**src/rtl/pport_pkg.sv**
```systemverilog
// Shared definitions for the strobed parallel port.
// Assumes a 3-bit host address space with four mapped registers.
package pport_pkg;
    localparam int unsigned PP_ADDR_W = 3;

    typedef enum logic [PP_ADDR_W-1:0] {
        REG_DATA = 3'd0,
        REG_DIR  = 3'd1,
        REG_CTRL = 3'd2,
        REG_STAT = 3'd3
    } pp_reg_e;

    // Control register layout: bit3 enable, bit2 level mode, bits1:0 width code
    typedef struct packed {
        logic       irq_en;
        logic       lvl_mode;
        logic [1:0] width_sel;
    } pp_ctrl_t;
endpackage

```
**src/rtl/pport_ostrobe.sv**
```systemverilog
// Output strobe generator: a load request arms the pulse, which starts one
// cycle later and lasts a width picked from four lengths given in ns.
// Assumes CLK_MHZ * width_ns is a multiple of 1000.
module pport_ostrobe #(
    parameter int CLK_MHZ = 40,
    parameter int PW0_NS  = 100,
    parameter int PW1_NS  = 200,
    parameter int PW2_NS  = 500,
    parameter int PW3_NS  = 1000
) (
    input  logic       clk,
    input  logic       rst_n,
    input  logic       load_i,
    input  logic [1:0] sel_i,
    output logic       stb_o
);
    localparam int C0    = PW0_NS * CLK_MHZ / 1000;
    localparam int C1    = PW1_NS * CLK_MHZ / 1000;
    localparam int C2    = PW2_NS * CLK_MHZ / 1000;
    localparam int C3    = PW3_NS * CLK_MHZ / 1000;
    localparam int CM01  = (C0 > C1) ? C0 : C1;
    localparam int CM23  = (C2 > C3) ? C2 : C3;
    localparam int CMAX  = (CM01 > CM23) ? CM01 : CM23;
    localparam int CNT_W = $clog2(CMAX + 1);

    logic             pend_q;
    logic [CNT_W-1:0] cnt_q;
    logic [CNT_W-1:0] width;

    // Translate the width code into a cycle count
    always_comb begin
        case (sel_i)
            2'd0:    width = CNT_W'(C0);
            2'd1:    width = CNT_W'(C1);
            2'd2:    width = CNT_W'(C2);
            default: width = CNT_W'(C3);
        endcase
    end

    // Arm on load, reload the counter a cycle later, then count down
    always_ff @(posedge clk) begin
        if (!rst_n) begin
            pend_q <= 1'b0;
            cnt_q  <= '0;
        end else begin
            pend_q <= load_i;
            if (pend_q)
                cnt_q <= width;
            else if (cnt_q != '0)
                cnt_q <= cnt_q - 1'b1;
        end
    end

    assign stb_o = (cnt_q != '0);

    // an active pulse does not end while a reload is pending
    p_restart_keeps_high_r6: assert property (@(posedge clk) disable iff (!rst_n)
        (stb_o && pend_q) |=> stb_o);
endmodule

```
**src/rtl/pport_istrobe.sv**
```systemverilog
// Input strobe detector: synchronises the strobe, detects a rising edge or
// a high level, and keeps a sticky interrupt flag with write-one clear.
// Assumes stb_in is asynchronous; a simultaneous set wins over a clear.
module pport_istrobe #(
    parameter int SYNC_STAGES = 2
) (
    input  logic clk,
    input  logic rst_n,
    input  logic stb_i,
    input  logic lvl_i,
    input  logic en_i,
    input  logic clr_i,
    output logic flag_o
);
    logic [SYNC_STAGES:0] sh_q;
    logic                 synced;
    logic                 prev;
    logic                 event_hit;
    logic                 flag_q;

    // Synchroniser chain plus one stage of history for edge detection
    always_ff @(posedge clk) begin
        if (!rst_n) sh_q <= '0;
        else        sh_q <= {sh_q[SYNC_STAGES-1:0], stb_i};
    end

    assign synced = sh_q[SYNC_STAGES-1];
    assign prev   = sh_q[SYNC_STAGES];

    // Select transition or level sensitivity
    always_comb begin
        if (lvl_i) event_hit = synced;
        else       event_hit = synced & ~prev;
    end

    // Sticky flag: set by an enabled event, cleared by the host
    always_ff @(posedge clk) begin
        if (!rst_n)                 flag_q <= 1'b0;
        else if (event_hit && en_i) flag_q <= 1'b1;
        else if (clr_i)             flag_q <= 1'b0;
    end

    assign flag_o = flag_q;

    // the flag is kept until the host clears it
    p_flag_sticky_r10: assert property (@(posedge clk) disable iff (!rst_n)
        (flag_q && !clr_i) |=> flag_q);
    // the flag only rises while interrupts are enabled
    p_flag_needs_en_r9: assert property (@(posedge clk) disable iff (!rst_n)
        $rose(flag_q) |-> $past(en_i));
endmodule

```
**src/rtl/pport_regs.sv**
```systemverilog
// Host register file: decodes commands, holds data, direction and control,
// keeps the invalid-command flag and returns read data one cycle later.
// Assumes one command per cycle with no back-pressure.
module pport_regs
    import pport_pkg::*;
#(
    parameter int DW = 8
) (
    input  logic                 clk,
    input  logic                 rst_n,
    input  logic                 cmd_valid,
    input  logic                 cmd_write,
    input  logic [PP_ADDR_W-1:0] cmd_addr,
    input  logic [DW-1:0]        cmd_wdata,
    input  logic [DW-1:0]        pin_in,
    input  logic                 flag_i,
    output logic                 rsp_valid,
    output logic [DW-1:0]        rsp_rdata,
    output logic [DW-1:0]        out_o,
    output logic [DW-1:0]        dir_o,
    output pp_ctrl_t             ctrl_o,
    output logic                 load_o,
    output logic                 clr_o
);
    localparam int CTRL_W = $bits(pp_ctrl_t);

    logic [DW-1:0] out_q, dir_q, rdat;
    pp_ctrl_t      ctrl_q;
    logic          inv_q;
    logic          mapped;
    logic          wr_en;

    assign mapped = (cmd_addr <= PP_ADDR_W'(REG_STAT));
    assign wr_en  = cmd_valid && cmd_write && mapped;
    assign load_o = wr_en && (cmd_addr == REG_DATA);
    assign clr_o  = wr_en && (cmd_addr == REG_STAT) && cmd_wdata[0];

    // Register writes and invalid-command capture
    always_ff @(posedge clk) begin
        if (!rst_n) begin
            out_q  <= '0;
            dir_q  <= '0;
            ctrl_q <= '0;
            inv_q  <= 1'b0;
        end else begin
            if (cmd_valid && !mapped)
                inv_q <= 1'b1;
            else if (wr_en && cmd_addr == REG_STAT && cmd_wdata[1])
                inv_q <= 1'b0;
            if (wr_en) begin
                case (cmd_addr)
                    REG_DATA: out_q  <= cmd_wdata;
                    REG_DIR:  dir_q  <= cmd_wdata;
                    REG_CTRL: ctrl_q <= pp_ctrl_t'(cmd_wdata[CTRL_W-1:0]);
                    default:  ;
                endcase
            end
        end
    end

    // Read multiplexer; the data register mixes pins and latch per direction
    always_comb begin
        case (cmd_addr)
            REG_DATA: rdat = (pin_in & ~dir_q) | (out_q & dir_q);
            REG_DIR:  rdat = dir_q;
            REG_CTRL: rdat = DW'(ctrl_q);
            REG_STAT: rdat = DW'({inv_q, flag_i});
            default:  rdat = '0;
        endcase
    end

    // Registered read response
    always_ff @(posedge clk) begin
        if (!rst_n) begin
            rsp_valid <= 1'b0;
            rsp_rdata <= '0;
        end else begin
            rsp_valid <= cmd_valid && !cmd_write;
            rsp_rdata <= (cmd_valid && !cmd_write) ? rdat : '0;
        end
    end

    assign out_o  = out_q;
    assign dir_o  = dir_q;
    assign ctrl_o = ctrl_q;

    // a response only follows a read command
    p_rsp_after_read_r12: assert property (@(posedge clk) disable iff (!rst_n)
        rsp_valid |-> $past(cmd_valid && !cmd_write));
    // an unmapped command leaves the direction register alone
    p_unmapped_no_write_r11: assert property (@(posedge clk) disable iff (!rst_n)
        (cmd_valid && !mapped) |=> $stable(dir_q));
endmodule

```
**src/rtl/strobed_pport.sv**
```systemverilog
// Top of the strobed parallel port: register file, output strobe generator
// and input strobe interrupt detector. Assumes a single clock domain apart
// from stb_in, which is synchronised inside.
module strobed_pport
    import pport_pkg::*;
#(
    parameter int DW          = 8,
    parameter int CLK_MHZ     = 40,
    parameter int SYNC_STAGES = 2
) (
    input  logic                 clk,
    input  logic                 rst_n,
    input  logic                 cmd_valid,
    input  logic                 cmd_write,
    input  logic [PP_ADDR_W-1:0] cmd_addr,
    input  logic [DW-1:0]        cmd_wdata,
    output logic                 rsp_valid,
    output logic [DW-1:0]        rsp_rdata,
    input  logic [DW-1:0]        pin_in,
    output logic [DW-1:0]        pin_out,
    output logic [DW-1:0]        pin_oe,
    input  logic                 stb_in,
    output logic                 stb_out,
    output logic                 irq
);
    pp_ctrl_t ctrl;
    logic     load;
    logic     clr;
    logic     flag;

    pport_regs #(.DW(DW)) regs_i (
        .clk       (clk),
        .rst_n     (rst_n),
        .cmd_valid (cmd_valid),
        .cmd_write (cmd_write),
        .cmd_addr  (cmd_addr),
        .cmd_wdata (cmd_wdata),
        .pin_in    (pin_in),
        .flag_i    (flag),
        .rsp_valid (rsp_valid),
        .rsp_rdata (rsp_rdata),
        .out_o     (pin_out),
        .dir_o     (pin_oe),
        .ctrl_o    (ctrl),
        .load_o    (load),
        .clr_o     (clr)
    );

    pport_ostrobe #(.CLK_MHZ(CLK_MHZ)) ostb_i (
        .clk    (clk),
        .rst_n  (rst_n),
        .load_i (load),
        .sel_i  (ctrl.width_sel),
        .stb_o  (stb_out)
    );

    pport_istrobe #(.SYNC_STAGES(SYNC_STAGES)) istb_i (
        .clk    (clk),
        .rst_n  (rst_n),
        .stb_i  (stb_in),
        .lvl_i  (ctrl.lvl_mode),
        .en_i   (ctrl.irq_en),
        .clr_i  (clr),
        .flag_o (flag)
    );

    assign irq = flag;

    // the strobe is high two cycles after a data write
    p_stb_after_write_r5: assert property (@(posedge clk) disable iff (!rst_n)
        (cmd_valid && cmd_write && cmd_addr == 3'd0) |=> ##1 stb_out);
    // the output latch only moves on a data write
    p_pins_hold_r3: assert property (@(posedge clk) disable iff (!rst_n)
        !(cmd_valid && cmd_write && cmd_addr == 3'd0) |=> $stable(pin_out));
endmodule

```
**config.mk**
```make
export PLATFORM = sky130hd
export DESIGN_NAME = strobed_pport
export DESIGN_NICKNAME = d
export VERILOG_FILES = /design/src/rtl/pport_pkg.sv /design/src/rtl/pport_ostrobe.sv /design/src/rtl/pport_istrobe.sv /design/src/rtl/pport_regs.sv /design/src/rtl/strobed_pport.sv
export SDC_FILE = /design/constraint.sdc
export NUM_CORES = 1
export LEC_CHECK = 0
export ABC_AREA = 1
export BUFFER_PORTS_ARGS = -buffer_cell sky130_fd_sc_hd__buf_2
export CORE_MARGIN = 2
export CORE_UTILIZATION = 51
export DETAILED_ROUTE_END_ITERATION = 10
export GPL_ROUTABILITY_DRIVEN = 0
export PLACE_DENSITY = 0.81
export SETUP_SLACK_MARGIN = 0.02
export SYNTH_ARGS = -nofsm -noshare
export SYNTH_HDL_FRONTEND = slang
export SYNTH_SLANG_ARGS = --single-unit
```
**constraint.sdc**
```tcl
create_clock -name clk -period 1.5 [get_ports clk]
set_clock_uncertainty 0.1 [all_clocks]
set_input_delay 0.225 -clock clk [delete_from_list [all_inputs] [get_ports clk]]
set_output_delay 0.225 -clock clk [all_outputs]
set_load 0.03 [all_outputs]
```
==> results.txt, run 1 <==
CTS Sinks: 41
Area of the mapped netlist: 0.00176 mm^2
Worst setup path class: flip-flop to output port
Worst-path fanout max: 3
Pin count of the biggest net entering global routing: 17
Routed via count divided by cell count: 5.08
Number of diodes added for antenna fixing: 0
Type of element capturing the critical path: output port
Worst Hold Depth: 3
Result of the run: complete, no violations
Final slew viol count: 0
Beginning of the worst hold path: cmd_wdata[5]
Highest-delay cell along the critical path: dfxtp_1
Growth of design area from synthesis to finish: 25.8%
Cell-by-cell listing of the critical path: nor2_2 > nand3_4 > buf_6
Delay-heaviest family, CP: flip-flops
Worst skew pair latency: 0.35 ns
Static leakage power: 1.04 nW
Most common cell after layout, fill and taps aside: nand2_1
Share of total power in the clock network: 20.5%
Post-layout min period: 1.46 ns
Min-Delay Path Class: primary input to flip-flop
Count of mapped cells out of synthesis: 246
Die area: 0.00394 mm^2
Post-layout nets: 335
Clock Path Buffers: 2
Synthesized net count: 272
Finish-stage setup viols: 0
Row cnt: 21
Clock tree from TritonCTS: built
Worst Hold Slack: 0.0378 ns
Worst slew pin tran: 0.380 ns
Number of DRC markers in iteration 0: 83
Setup repair after global routing missed its margin: yes
Total negative setup slack: 0 ns
Portion of total power attributed to combinational logic: 31.8%
Total routed wirelength: 4320 um
Stage delay of the slowest cell on the critical path: 0.36 ns
Number of buffers and inverters on the critical path: 1
IR drop worst, VDD: 0.000740 V
Vias in the first global route: 1652
Worst max-slew margin expressed relative to the limit: 74.5%
Mean instance size in the synthesized netlist: 7.17 um^2
Detail-routed net length per standard cell: 12.2 um
Number of maximum-capacitance constraint violations: 0
Top library cells by usage in the layout, fill and taps aside: nand2_1, buf_2, dfxtp_1
Max Fclk: 685 MHz
Total I/O pin count: 51
Critical path origin: ostb_i.cnt_q[5]
Distinct cells, synth: 24
Pwr per Cell Area: 1170 mW/mm^2
Fraction of post-synthesis cell area in the top cell type by area: 46.6%
Most area-hungry cell type in the Yosys netlist: dfxtp_1
Starting density of the core: 52.8%
Clock-pin transition on the worst setup and hold timing paths: 0.12 ns
Number of H-tree levels: 2
Standard cell core area: 0.00334 mm^2
Die Height: 62.8 um
Hold violation count in the final report: 0
Launching element type of the critical path: flip-flop
Data arrival time of the worst path: 1.13 ns
Share of cells above drive strength 1: 27.8%
Sequential share of the synthesized area: 46.6%
Number of synthesized register bits: 41
Clock buffers created by TritonCTS: 5
Number of stages on the worst setup path: 3
Total overflow reported by the global router: 0
Main area contributors after synthesis: dfxtp_1, nand2_1, a21oi_1
Startpoint of the most critical register-to-register path: ostb_i.cnt_q[0]
Final ANT Viol Nets: 0
Total GRT Usage: 22.9%
Initial antenna violation count: 0
Switching portion of total power: 34.4%
Detailed-route via count: 1803
Total of fill cells in the finished design: 304
Count of port buffers added during placement: 50
Net Switching: 0.891 mW
Core occupancy in the finished layout: 66.4%
Flop pwr share: 47.8%
Horizontal die dimension: 62.8 um
Hpwl dp: 3090 um
Warnings, synthesis: 0
Tcrit/Tclk final: 97.3%
Drc violations: 0
Pre-Repair DR Iteration Count: 4
Worst reg2reg path depth: 6
Global-route wire length before repair: 7130 um
Cell-internal power: 1.70 mW
Required arrival time at the worst endpoint: 1.17 ns
CTS root buffer: clkbuf_4
final timing paths:
kind / slack (ns) / end
max: 0.04 / stb_out
min: 0.04 / regs_i.dir_o[5]
max reg2reg: 0.15 / ostb_i.cnt_q[2]
min reg2reg: 0.32 / istb_i.sh_q[1]
power by group through the flow:
| stage | logic [mW] | clock network (mW) | registers (mW) |
|---|---|---|---|
| after floorplan | 0.445 | 0 | 1.25 |
| after global placement | 0.594 | 0 | 1.24 |
| after detailed placement | 0.622 | 0 | 1.24 |
| after CTS | 0.729 | 0.535 | 1.22 |
| after global routing | 0.915 | 0.573 | 1.25 |
| final | 0.821 | 0.530 | 1.24 |
repair_timing:
action	4_1_cts	5_1_grt
pin swaps	2	1
hold buffers	2	0
gates resized for setup	7	6
setup endpoints to repair	1	1
endpoints found under the hold margin	2	0
buffers inserted	3	0
stage by stage:
stage	instances	total power [mW]	setup slack, ns	area (um^2)
floorplan	246	1.69	0.0243	1760
global placement	343	1.83	0.166	2080
detailed placement	343	1.86	0.103	2080
CTS	355	2.48	0.0364	2190
global route	355	2.73	-0.00196	2220
finish	355	2.59	0.0400	2220
state kept, by name, indices dropped and copies added (netlist names):
| signal | count |
|---|---|
| istb_i.flag_o | 1 |
| istb_i.sh_q | 3 |
| ostb_i.cnt_q | 6 |
| ostb_i.pend_q | 1 |
| regs_i.ctrl_o | 4 |
| regs_i.dir_o | 8 |
| regs_i.inv_q | 1 |
| regs_i.out_o | 8 |
| regs_i.rsp_rdata | 8 |
| regs_i.rsp_valid | 1 |
logic make-up after synthesis:
family | share of synthesized area [%]
simple gates | 29.5
compound gates | 13.6
flops | 46.6
buf+inv | 8.37
fa+ha+maj | 1.42
xor+xnor | 0.497
worst min-delay path: stages:
cell and delay [ns]:
buf_2 0.10, nand3_1 0.07, a21oi_1 0.06
synth_stat cells:
library cell	number
nand2_1	67
dfxtp_1	41
a21oi_1	26
inv_1	23
nand3_1	22
nor2_1	22
o21ai_0	13
o21ai_1	6
inv_2	4
nand2_2	3
buf_6	2
clkbuf_1	2
ha_1	2
nor2_2	2
nor3_2	2
a21o_1	1
buf_2	1
buf_4	1
clkinv_1	1
nand3b_1	1
nand4_1	1
nor2_4	1
o211ai_1	1
xor2_1	1
metal layers:
layer / share of wire (%) / routed length [um] / track usage [%] / vias to the layer above
li1: - / - / - / 912
met5: 0 / 0 / 0 / -
met3: 6.2 / 266 / 5.77 / 7
met2: 49 / 2120 / 39.9 / 57
met4: 1.6 / 68 / 10.6 / 0
met1: 43 / 1870 / 26.2 / 827
final cells by class:
class / count / area, um^2 / area share, %
clock buffers: 6 / 41.3 / 1.86
clock inverters: 1 / 8.76 / 0.395
inverters: 28 / 105 / 4.74
multi-input cells: 171 / 830 / 37.4
flip-flops and latches: 41 / 823 / 37.1
well taps: 46 / 57.6 / 2.60
repair buffers: 62 / 352 / 15.9
Note: power is estimated with default switching activity, not from simulation.
==> run 2: changes to the inputs <==
Settings changed: CORE_ASPECT_RATIO set to 0.5.
==> run 2 against run 1 <==
Effect of this change: critical path depth unchanged; final cell count down 2.5%; worst hold slack worse by 0.011 ns; routed wire length down 4.0%; largest cell class unchanged.
==> results.txt, run 2 (synthesized netlist as in run 1, its figures left out) <==
Stage delay of the slowest cell on the critical path: 0.35 ns (about the same)
Post-layout nets: 329 (-1.8%)
Growth of design area from synthesis to finish: 26.2%
Standard cell core area: 0.00338 mm^2 (+1.2%)
Final std cells w/o fill: 346 (-2.5%)
Static leakage power: 1.04 nW (+0.18%)
Launching element type of the critical path: flip-flop
# hold bufs at CTS: 0 (-2)
Number of maximum-capacitance constraint violations: 0 (unchanged)
Count of port buffers added during placement: 50 (unchanged)
Worst max-slew margin expressed relative to the limit: 65.6% (-8.9 points)
Beginning of the worst hold path: cmd_write
Post-route worst setup slack: 0.0607 ns (+0.0207 ns)
Required arrival time at the worst endpoint: 1.17 ns (about the same)
Highest-delay cell along the critical path: dfxtp_1
Starting density of the core: 52.2% (-0.65 points)
Final slew viol count: 0 (unchanged)
Horizontal die dimension: 87.1 um (+39%)
Finish-stage setup viols: 0 (unchanged)
Number of buffers and inverters on the critical path: 1 (unchanged)
Total routed wirelength: 4150 um (-4.0%)
Setup repair after global routing missed its margin: yes
Worst setup path class: flip-flop to output port
Worst Hold Slack: 0.0271 ns (-0.0108 ns)
Final ANT Viol Nets: 0 (unchanged)
Die Height: 45.6 um (-27%)
Detailed-route via count: 1770 (-1.8%)
DP Worst Slack: 0.105 ns (+0.00226 ns)
Hold violation count in the final report: 0 (unchanged)
Total GRT Usage: 22.3% (-0.56 points)
Clock-pin transition on the worst setup and hold timing paths: 0.07 ns (-0.05 ns)
Number of diodes added for antenna fixing: 0 (unchanged)
Global-route wire length before repair: 6700 um (-6.1%)
Share of cells above drive strength 1: 26.6% (-1.2 points)
Worst slew pin tran: 0.515 ns (+0.135 ns)
Hpwl dp: 2980 um (-3.6%)
Delay-heaviest family, CP: flip-flops
Top library cells by usage in the layout, fill and taps aside: nand2_1, buf_2, dfxtp_1
Min-Delay Path Class: primary input to flip-flop
CTS root buffer: clkbuf_8
Total I/O pin count: 51 (unchanged)
Worst-path fanout max: 4 (+1)
Pin count of the biggest net entering global routing: 17 (unchanged)
Worst skew pair latency: 0.29 ns (-0.06 ns)
Clock buffers created by TritonCTS: 5 (unchanged)
Startpoint of the most critical register-to-register path: ostb_i.cnt_q[0]
CTS Sinks: 41 (unchanged)
Clock tree from TritonCTS: built
Number of H-tree levels: 2 (unchanged)
Routed via count divided by cell count: 5.12 (+0.72%)
Clock Path Buffers: 2 (unchanged)
Total negative setup slack: 0 ns (unchanged)
Cell-by-cell listing of the critical path: nor2_1 > nand3_4 > buf_6
Most common cell after layout, fill and taps aside: nand2_1
Critical path origin: ostb_i.cnt_q[2]
IR drop worst, VDD: 0.000550 V (-26%)
Pwr per Cell Area: 1290 mW/mm^2 (+11%)
Die area: 0.00397 mm^2 (+0.72%)
Pre-Repair DR Iteration Count: 4 (unchanged)
Detail-routed net length per standard cell: 12.0 um (-1.5%)
Number of cells after detailed placement: 337 (-1.7%)
Tcrit/Tclk final: 96.0% (-1.4 points)
Data arrival time of the worst path: 1.11 ns (-0.02 ns)
Vias in the first global route: 1522 (-7.9%)
Type of element capturing the critical path: output port
Row cnt: 15 (-29%)
Total overflow reported by the global router: 0 (unchanged)
Max Fclk: 695 MHz (+1.4%)
Post-layout min period: 1.44 ns (-0.0207 ns)
Initial antenna violation count: 0 (unchanged)
Number of DRC markers in iteration 0: 111 (+34%)
Result of the run: complete, no violations
Drc violations: 0 (unchanged)
[run 2: metal layers]
layer	routed length [um]	track usage [%]
met1	1850	28.5
met2	1990	36.6
met3	229	5.62
met4	77	10.2
met5	0	0
[run 2: path summary, 6_finish.rpt]
kind / end / slack [ns] / cells after the start
setup / recovery: stb_out / 0.06 / 3
hold / removal: regs_i.rsp_valid / 0.03 / 2
setup reg to reg: ostb_i.cnt_q[2] / 0.12 / 6
hold reg to reg: istb_i.sh_q[1] / 0.33 / 2
[run 2: layout make-up]
type	count	area (um^2)
Inverter	28	105
Multi-Input combinational cell	171	827
Timing Repair Buffer	56	302
Sequential cell	41	822
Clock inverter	1	30.0
Clock buffer	7	86.3
Fill cell	306	1150
Tap cell	42	52.6
[run 2: metrics by stage]
stage	power (mW)	area [um^2]	util, %
after global routing	3.05	2220	65.9
final	2.88	2220	65.9
after CTS	2.82	2200	65.1
after detailed placement	1.86	2060	61.0
after floorplan	1.69	1760	-
after global placement	1.83	2060	61.0
[run 2: what timing repair did]
item                                    CTS  global route
gates resized for setup                   6             5
endpoints found under the setup margin    1             1
setup buffers                             1             0
[run 2: where the power goes]
| part | leakage (nW) | switching, mW | internal, mW |
|---|---|---|---|
| sequential | 0.333 | 0.0650 | 1.16 |
| combinational | 0.648 | 0.440 | 0.308 |
| clock | 0.0585 | 0.361 | 0.542 |
| total | 1.04 | 0.866 | 2.01 |
